<file path="config.mk">
export PLATFORM = sky130hd
export DESIGN_NAME = narrow_bus_seq
export DESIGN_NICKNAME = d
export VERILOG_FILES = /design/src/rtl/nbs_pkg.sv /design/src/rtl/nbs_addr_gen.sv /design/src/rtl/nbs_lane_sel.sv /design/src/rtl/nbs_lane_merge.sv /design/src/rtl/narrow_bus_seq.sv
export SDC_FILE = /design/constraint.sdc
export NUM_CORES = 1
export LEC_CHECK = 0
export ABC_CLOCK_PERIOD_IN_PS = 4400
export CAP_MARGIN = 20
export CORE_ASPECT_RATIO = 2
export CORE_MARGIN = 5
export CORE_UTILIZATION = 65
export DETAILED_ROUTE_END_ITERATION = 10
export DONT_BUFFER_PORTS = 1
export PLACE_DENSITY = 0.9
export SKIP_LAST_GASP = 1
export SLEW_MARGIN = 20
export SYNTH_ARGS = -nofsm -noshare
export SYNTH_HDL_FRONTEND = slang
export SYNTH_SLANG_ARGS = --single-unit
</file>
<file path="constraint.sdc">
create_clock -name clk -period 4.4 [get_ports clk]
set_clock_uncertainty 0.2 [all_clocks]
set_input_delay 0 -clock clk [delete_from_list [all_inputs] [get_ports clk]]
set_output_delay 0 -clock clk [all_outputs]
set_load 0.01 [all_outputs]
</file>
<file path="src/rtl/nbs_pkg.sv">
package nbs_pkg;
    typedef enum logic [1:0] {
        NBS_IDLE   = 2'd0,
        NBS_ACTIVE = 2'd1,
        NBS_GAP    = 2'd2
    } nbs_state_e;
endpackage

</file>
<file path="src/rtl/nbs_addr_gen.sv">
module nbs_addr_gen #(
    parameter int ADDR_W = 20,
    parameter int IO_W   = 16,
    parameter int IDX_W  = 2
) (
    input  logic [ADDR_W-1:0] base_i,
    input  logic [IDX_W-1:0]  idx_i,
    input  logic              io_i,
    output logic [ADDR_W-1:0] addr_o
);
    logic [ADDR_W-1:0] mem_addr;
    logic [IO_W-1:0]   io_addr;

    // memory space wraps at 2^ADDR_W, I/O space at 2^IO_W
    assign mem_addr = base_i + ADDR_W'(idx_i);
    assign io_addr  = base_i[IO_W-1:0] + IO_W'(idx_i);

    generate
        if (ADDR_W > IO_W) begin : g_pad
            assign addr_o = io_i ? {{(ADDR_W-IO_W){1'b0}}, io_addr} : mem_addr;
        end else begin : g_flat
            assign addr_o = io_i ? io_addr : mem_addr;
        end
    endgenerate
endmodule

</file>
<file path="src/rtl/nbs_lane_sel.sv">
module nbs_lane_sel #(
    parameter int LANE_W = 8,
    parameter int LANES  = 4,
    parameter int IDX_W  = 2
) (
    input  logic [LANES*LANE_W-1:0] word_i,
    input  logic [IDX_W-1:0]        sel_i,
    output logic [LANE_W-1:0]       lane_o
);
    always_comb begin
        lane_o = '0;
        for (int k = 0; k < LANES; k++) begin
            if (sel_i == IDX_W'(k)) begin
                lane_o = word_i[k*LANE_W +: LANE_W];
            end
        end
    end
endmodule

</file>
<file path="src/rtl/nbs_lane_merge.sv">
module nbs_lane_merge #(
    parameter int LANE_W = 8,
    parameter int LANES  = 4,
    parameter int IDX_W  = 2
) (
    input  logic [LANES*LANE_W-1:0] acc_i,
    input  logic [LANE_W-1:0]       lane_i,
    input  logic [IDX_W-1:0]        sel_i,
    output logic [LANES*LANE_W-1:0] acc_o
);
    generate
        for (genvar k = 0; k < LANES; k++) begin : g_lane
            assign acc_o[k*LANE_W +: LANE_W] =
                (sel_i == IDX_W'(k)) ? lane_i : acc_i[k*LANE_W +: LANE_W];
        end
    endgenerate
endmodule

</file>
<file path="src/rtl/narrow_bus_seq.sv">
module narrow_bus_seq
    import nbs_pkg::*;
#(
    parameter int ADDR_W    = 20,
    parameter int IO_W      = 16,
    parameter int LANE_W    = 8,
    parameter int MAX_BYTES = 4
) (
    input  logic                        clk,
    input  logic                        rst_n,
    input  logic                        req_valid,
    input  logic                        req_write,
    input  logic                        req_io,
    input  logic [1:0]                  req_size,
    input  logic [ADDR_W-1:0]           req_addr,
    input  logic [MAX_BYTES*LANE_W-1:0] req_wdata,
    output logic                        busy,
    output logic                        done,
    output logic [MAX_BYTES*LANE_W-1:0] rdata,
    output logic [ADDR_W-1:0]           bus_addr,
    output logic                        bus_io,
    output logic                        bus_rd_n,
    output logic                        bus_wr_n,
    output logic [LANE_W-1:0]           bus_dout,
    input  logic [LANE_W-1:0]           bus_din,
    input  logic                        bus_rdy
);
    localparam int DATA_W = MAX_BYTES * LANE_W;
    localparam int IDX_W  = (MAX_BYTES > 1) ? $clog2(MAX_BYTES) : 1;

    typedef struct packed {
        nbs_state_e        st;
        logic              wr;
        logic              io;
        logic [IDX_W-1:0]  idx;
        logic [IDX_W-1:0]  last;
        logic [ADDR_W-1:0] base;
        logic [DATA_W-1:0] wdata;
        logic [DATA_W-1:0] rdata;
        logic              done;
    } nbs_regs_t;

    nbs_regs_t         r_q, r_d;
    int unsigned       nb_c;
    logic [ADDR_W-1:0] gen_addr;
    logic [LANE_W-1:0] out_lane;
    logic [DATA_W-1:0] merged;
    logic              strobe_on;

    nbs_addr_gen #(.ADDR_W(ADDR_W), .IO_W(IO_W), .IDX_W(IDX_W)) u_addr (
        .base_i (r_q.base),
        .idx_i  (r_q.idx),
        .io_i   (r_q.io),
        .addr_o (gen_addr)
    );

    nbs_lane_sel #(.LANE_W(LANE_W), .LANES(MAX_BYTES), .IDX_W(IDX_W)) u_sel (
        .word_i (r_q.wdata),
        .sel_i  (r_q.idx),
        .lane_o (out_lane)
    );

    nbs_lane_merge #(.LANE_W(LANE_W), .LANES(MAX_BYTES), .IDX_W(IDX_W)) u_merge (
        .acc_i  (r_q.rdata),
        .lane_i (bus_din),
        .sel_i  (r_q.idx),
        .acc_o  (merged)
    );

    // byte count of the incoming request, clamped to the widest access
    always_comb begin
        nb_c = 32'd1 << req_size;
        if (nb_c > int'(MAX_BYTES)) begin
            nb_c = int'(MAX_BYTES);
        end
    end

    always_comb begin
        r_d      = r_q;
        r_d.done = 1'b0;
        case (r_q.st)
            NBS_IDLE: begin
                if (req_valid) begin
                    r_d.st    = NBS_ACTIVE;
                    r_d.wr    = req_write;
                    r_d.io    = req_io;
                    r_d.base  = req_addr;
                    r_d.wdata = req_wdata;
                    r_d.idx   = '0;
                    r_d.last  = IDX_W'(nb_c - 1);
                    if (!req_write) begin
                        r_d.rdata = '0;
                    end
                end
            end
            NBS_ACTIVE: begin
                if (bus_rdy) begin
                    if (!r_q.wr) begin
                        r_d.rdata = merged;
                    end
                    if (r_q.idx == r_q.last) begin
                        r_d.st   = NBS_IDLE;
                        r_d.done = 1'b1;
                    end else begin
                        r_d.st  = NBS_GAP;
                        r_d.idx = r_q.idx + IDX_W'(1);
                    end
                end
            end
            NBS_GAP: begin
                r_d.st = NBS_ACTIVE;
            end
            default: begin
                r_d.st = NBS_IDLE;
            end
        endcase
    end

    always_ff @(posedge clk or negedge rst_n) begin
        if (!rst_n) begin
            r_q <= '0;
        end else begin
            r_q <= r_d;
        end
    end

    assign strobe_on = (r_q.st == NBS_ACTIVE);
    assign busy      = (r_q.st != NBS_IDLE);
    assign done      = r_q.done;
    assign rdata     = r_q.rdata;
    assign bus_rd_n  = !(strobe_on && !r_q.wr);
    assign bus_wr_n  = !(strobe_on && r_q.wr);
    assign bus_io    = strobe_on && r_q.io;
    assign bus_addr  = strobe_on ? gen_addr : '0;
    assign bus_dout  = (strobe_on && r_q.wr) ? out_lane : '0;
endmodule

</file>
Word-level counts from Yosys, hierarchy flattened
Index checks and enable logic that the tools add are counted.
W data, S select, Z words.

cells by class
  reductions and logical operators = 17
  shifts and indexed selects = 1
  equality and inequality tests = 15
  muxes and demuxes = 25
  magnitude comparators = 1
  add/subtract/negate cells = 4

operator list
  kind                    count
  $mux W92                1
  $mux W8                 9
  $mux W32                2
  $pmux W32 S2            1
  $mux W20                2
  $mux W33                1
  $gt A32 B3 Y1 const B   1
  $shl A1 B2 Y32 const A  1
  $reduce_and A6 Y1       4
  $add A20 B2 Y20         1
  $add A16 B2 Y16         1
  $mux W2                 5
  $ne A2 B2 Y1 const B    5
  $ne A2 B1 Y1 const B    4
  $eq A2 B2 Y1 const B    3
  $pmux W2 S3             1
  $eq A2 B1 Y1 const B    2
  $logic_not A2 Y1        2
  $pmux W2 S2             1
  $reduce_and A2 Y1       2
  $reduce_and A4 Y1       1
  $reduce_bool A2 Y1      2
  $logic_and A1 B1 Y1     3
  $logic_not A1 Y1        3
  4 further kinds         5

word-level totals
  bits in registers = 93
  bits of input ports = 68
  output and inout port bits = 65

Longest topological paths before layout
  depth in word-level cells = 6
  depth in mapped cells = 7

Hierarchy
Synthesis repeated with hierarchy kept, for this count alone.

unflattened totals
  cells, all modules = 432
  area, all modules = 5261.3 µm²

by module, submodules not included
  module          area each (µm²)  times used  sequential area each (µm²)  cells each
  narrow_bus_seq  4204.0           1           2327.2                      318
  nbs_addr_gen    452.9            1           0.0                         66
  nbs_lane_merge  407.9            1           0.0                         38
  nbs_lane_sel    196.4            1           0.0                         10

Worst setup path before layout
Ideal clock, no wire load.

  path type = register -> register
  start point = reg r_q[87] in the netlist's numbering
  end point = reg r_q, in the netlist rdata[16]
  cell stages (with the launch flop) = 7
  setup time = 0.125 ns
  buffers on the path = 1
  slack = 2.242 ns
  period minus slack after synthesis = 2.158 ns
  arrival time = 1.833 ns
  cells stage by stage = dfrtp_1 inv_1 ha_1 clkbuf_1 clkinv_1 a21boi_2 mux2_2

on the way
  longest elaborated chain between the ends = 3

RTL lines
  element                             line                   source
  start, declared                     narrow_bus_seq.sv:43   nbs_regs_t r_q, r_d;
  start signal, assigned              narrow_bus_seq.sv:123  r_q <= r_d;
  $eq A2 B2 Y1                        nbs_lane_merge.sv:14   (sel_i == IDX_W'(k)) ? lane_i : acc_i[k*LANE_W +: LANE_W];
  $ne A2 B1 Y1 (no source line)       n/a
  $reduce_and A6 Y1 (no source line)  n/a

No other way between the ends.
A chain may end at the register's enable or synchronous reset.

Final worst setup path
  start point = reg r_q[88] in the netlist's numbering
  end point = out bus_dout[2]

on the way
  longest elaborated chain between the ends = 6
  elaborated cells between the ends (all ways) = 9
  those cells by class = eq/ne (3); mux (5); reduce/logical (1)

RTL lines
  element               line                   source
  $logic_not A2 Y1      nbs_lane_sel.sv:13     if (sel_i == IDX_W'(k)) begin
  $mux W8 (3 in a row)  nbs_lane_sel.sv:13
  $mux W8 *             nbs_lane_sel.sv:13
  $mux W8 *             narrow_bus_seq.sv:135  assign bus_dout = (strobe_on && r_q.wr) ? out_lane : '0;
  end, declared         narrow_bus_seq.sv:24   output logic [LANE_W-1:0] bus_dout,

Every way passes the cells marked *; elsewhere a longest branch is shown, timed or not.

==> results.json <==
{
  "layout.filler_cells": 394,
  "fmaxAchievable_mhz": 358,
  "die_h_um": 130,
  "fin_setup_tns_ps": 0,
  "initial_utilization_pct": 66.9,
  "syn-num-nets": 479,
  "sw_frac_of_total_pct": 38.3,
  "worstMarginPinSlew_ps": 871,
  "synth.cell_area_um2": 4680,
  "async_flop_share_pct": 100,
  "tritoncts_clock_tree": "done",
  "ys_types": 44,
  "dp.cells": 445,
  "cts.root.buffer_cell": "sky130_fd_sc_hd__clkbuf_16",
  "die_area_um2": 9100,
  "first_pass_iters": 4,
  "synthCells": 404,
  "yosysSeqAreaShare_pct": 49.7,
  "final_layout_size_suffix_gt1_share_pct": 24.6,
  "slew_viol_final": 0,
  "seq_power_share_pct": 41.5,
  "synth.ff_latch_count": 93,
  "vias": 3357,
  "headroom_to_the_max_slew_limit_pct": 41.9,
  "finalWorstPathRequiredPeriod_ps": 2790,
  "cp_startpoint_kind": "flip-flop",
  "finalHoldViolCount": 0,
  "detail_route.iter0.violations": 227,
  "drt-total-wl_um": 12400,
  "drv.max_cap_violation_count": 0,
  "drtAntennaViolNets": 0,
  "hp-class": "in -> async",
  "p_int_uw": 2520,
  "rrSetupSlack_ps": 1900,
  "vdd_ir_drop_max_mv": 0.532,
  "cp.arrival_ps": 2590,
  "finalSetupViolCount": 0,
  "nNetsFinal": 509,
  "finalNonFillerCells": 532,
  "synth.yosys.warnings": 0,
  "post-dp-hpwl_um": 7680,
  "combPwrFrac_pct": 36.7,
  "first_global_vias": 3603,
  "io_pins": 133,
  "power.leakage_uw": 0.00238,
  "class_of_the_most_critical_setup_path": "reg -> out",
  "cts.htree.levels": 3,
  "post_synth_main_area_contributors": "sky130_fd_sc_hd__dfrtp_1 50%, sky130_fd_sc_hd__mux2_2 20%, sky130_fd_sc_hd__buf_4 5.1%",
  "synth_enable_flop_cells": 0,
  "clock_tree.buffer_depth": 2,
  "die-width_um": 70.0,
  "crit_required_ps": 4200,
  "number_of_antenna_violations_at_the_first_check_in_global_routing": 2,
  "post-synth-top-area-fraction_pct": 49.7,
  "numCtsBuffers": 9,
  "grt_use_total_pct": 28.2,
  "grt_pass1_wl_um": 19500,
  "insertion_delay_ps": 340,
  "power_frac_clock_pct": 21.9,
  "mean_cell_area_of_the_mapped_netlist_um2": 11.6,
  "critPathMaxFanout": 11,
  "area.growth.synth_to_final_pct": 18.4,
  "post-synth-top-area-cell": "sky130_fd_sc_hd__dfrtp_1",
  "grt_overflow_total": 0,
  "port-buffer-count": 0,
  "p_switching_uw": 1560,
  "per_cell_routed_wire_length_um": 23.3,
  "clk_transition_reported_paths_ps": 70,
  "core_region_area_um2": 6990,
  "critical_path.endpoint_type": "output pin",
  "powerDensity_nw_per_um2": 737,
  "result_of_the_run": "complete, no violations",
  "remaining_drc_errors": 0,
  "ys_dominant_reg_cell": "sky130_fd_sc_hd__dfrtp_1",
  "via_to_cell_ratio": 6.31,
  "post-cts-setup-buffer-count": 0,
  "grt_start_max_net_pins": 94,
  "post_route_clock_period_utilization_pct": 63.5,
  "number_of_sinks_driven_by_the_clock_tree": 93,
  "placement_rows": 43,
  "rsz0062_at_grt": "no",
  "gp_routability_congestion": 0.883
}
==> final timing paths <==
check | depth (start not counted) | endpoint | from
setup / recovery | 6 | bus_dout[2] | r_q[88]
min in group clk | 3 | r_q[83] | req_addr[18]
max in group asynchronous | 2 | r_q[59] | rst_n
hold / removal | 2 | r_q[71] | rst_n
setup reg to reg | 5 | rdata[21] | r_q[87]
hold reg to reg | 1 | r_q[47] | r_q[47]
==> synthesized netlist by cell type, drive strengths merged, types with 6 or more instances <==
master,n
a21oi,11
mux2,82
clkbuf,9
and3,10
ha,6
nor2,17
nand2,28
or3,6
xnor2,10
inv,8
o21ai,17
o22ai,9
dfrtp,93
buf,42
a221o,7
==> flip-flops by register name (all words and copies together), names as in the netlist <==
signal / count
done: 1
r_q: 60
rdata: 32
==> placed cells by master, fill, tap and decap left out, drive strengths merged, types with 3 or more instances in the layout <==
cell type and n:
o21a 4, ha 6, nand2 28, nand3 4
nand4 4, o22ai 9, nor2 17, diode 3
a221o 7, nor4 3, inv 10, bufinv 3
o21ai 17, nor3 4, xnor2 10, and3 10
clkbuf 10, mux2i 4, nor2b 3, dlygate4sd3 67
buf 3, a21oi 11, and2 3, dfrtp 93
or3 6, mux2 82
==> cell families after synthesis <==
family / after synthesis / synth area share (%)
adders and majority gates: 7 / 2.03
xor gates and xnor gates: 11 / 2.06
AOI/OAI and AO/OA: 54 / 7.46
muxes: 86 / 20.6
and+or+nand+nor: 93 / 10.5
DFF: 93 / 49.7
buffers and inverters: 60 / 7.62
==> routing by layer <==
layer  vias up  share of wire, %  track usage, %  routed length (um)
met5         -                 0               0                   0
met4         0               4.7            17.3                 586
met3        43               6.4            7.86                 801
met2       151                56            51.1                6940
met1      1694                33            28.3                4090
li1       1469                 -               -                   -
==> timing repair <==
| item | CTS | global route |
|---|---|---|
| endpoints found under the setup margin | 0 | 0 |
| hold buffers | 68 | 0 |
| endpoints found under the hold margin | 186 | 0 |
| resized for setup | 0 | 0 |
==> power by group through the flow <==
| stage | sequential [uW] | combinational (uW) | clock, uW |
|---|---|---|---|
| 2_1_floorplan | 1480 | 1380 | 0 |
| 3_3_place_gp | 1650 | 1320 | 0 |
| 3_5_place_dp | 1680 | 1370 | 0 |
| 4_1_cts | 1660 | 1470 | 898 |
| 5_1_grt | 1740 | 1620 | 948 |
| 6_report | 1690 | 1500 | 893 |
==> layout make-up <==
cell class	count	area, um^2	share of cell area, %
Sequential cell	93	2330	42.0
Multi-Input combinational cell	251	2000	36.1
Timing Repair Buffer	70	713	12.9
Clock buffer	10	229	4.13
Clock inverter	6	116	2.10
Tap cell	90	113	2.03
Inverter	9	33.8	0.609
Antenna cell	3	7.51	0.135
==> critical path, cell delays in order (launching register included) <==
cell and delay, ps:
sky130_fd_sc_hd__dfrtp_1 500, sky130_fd_sc_hd__inv_1 140, sky130_fd_sc_hd__ha_1 340, sky130_fd_sc_hd__nor2b_1 470
sky130_fd_sc_hd__a221o_1 300, sky130_fd_sc_hd__o21ai_0 160, sky130_fd_sc_hd__o22ai_1 330
==> per-stage QoR <==
step	hold slack (ps)	power, uW	cell area, um^2	util [%]	setup slack [ps]
6_report	42.8	4080	5540	79.2	1610
3_5_place_dp	-492	3060	4490	64.2	1960
4_1_cts	69.7	4030	5540	79.1	1700
3_3_place_gp	-492	2970	4490	64.2	2080
2_1_floorplan	-496	2860	4680	-	2240
5_1_grt	81.2	4310	5540	79.2	1470
No activity file was read; power rests on OpenSTA's default activity.
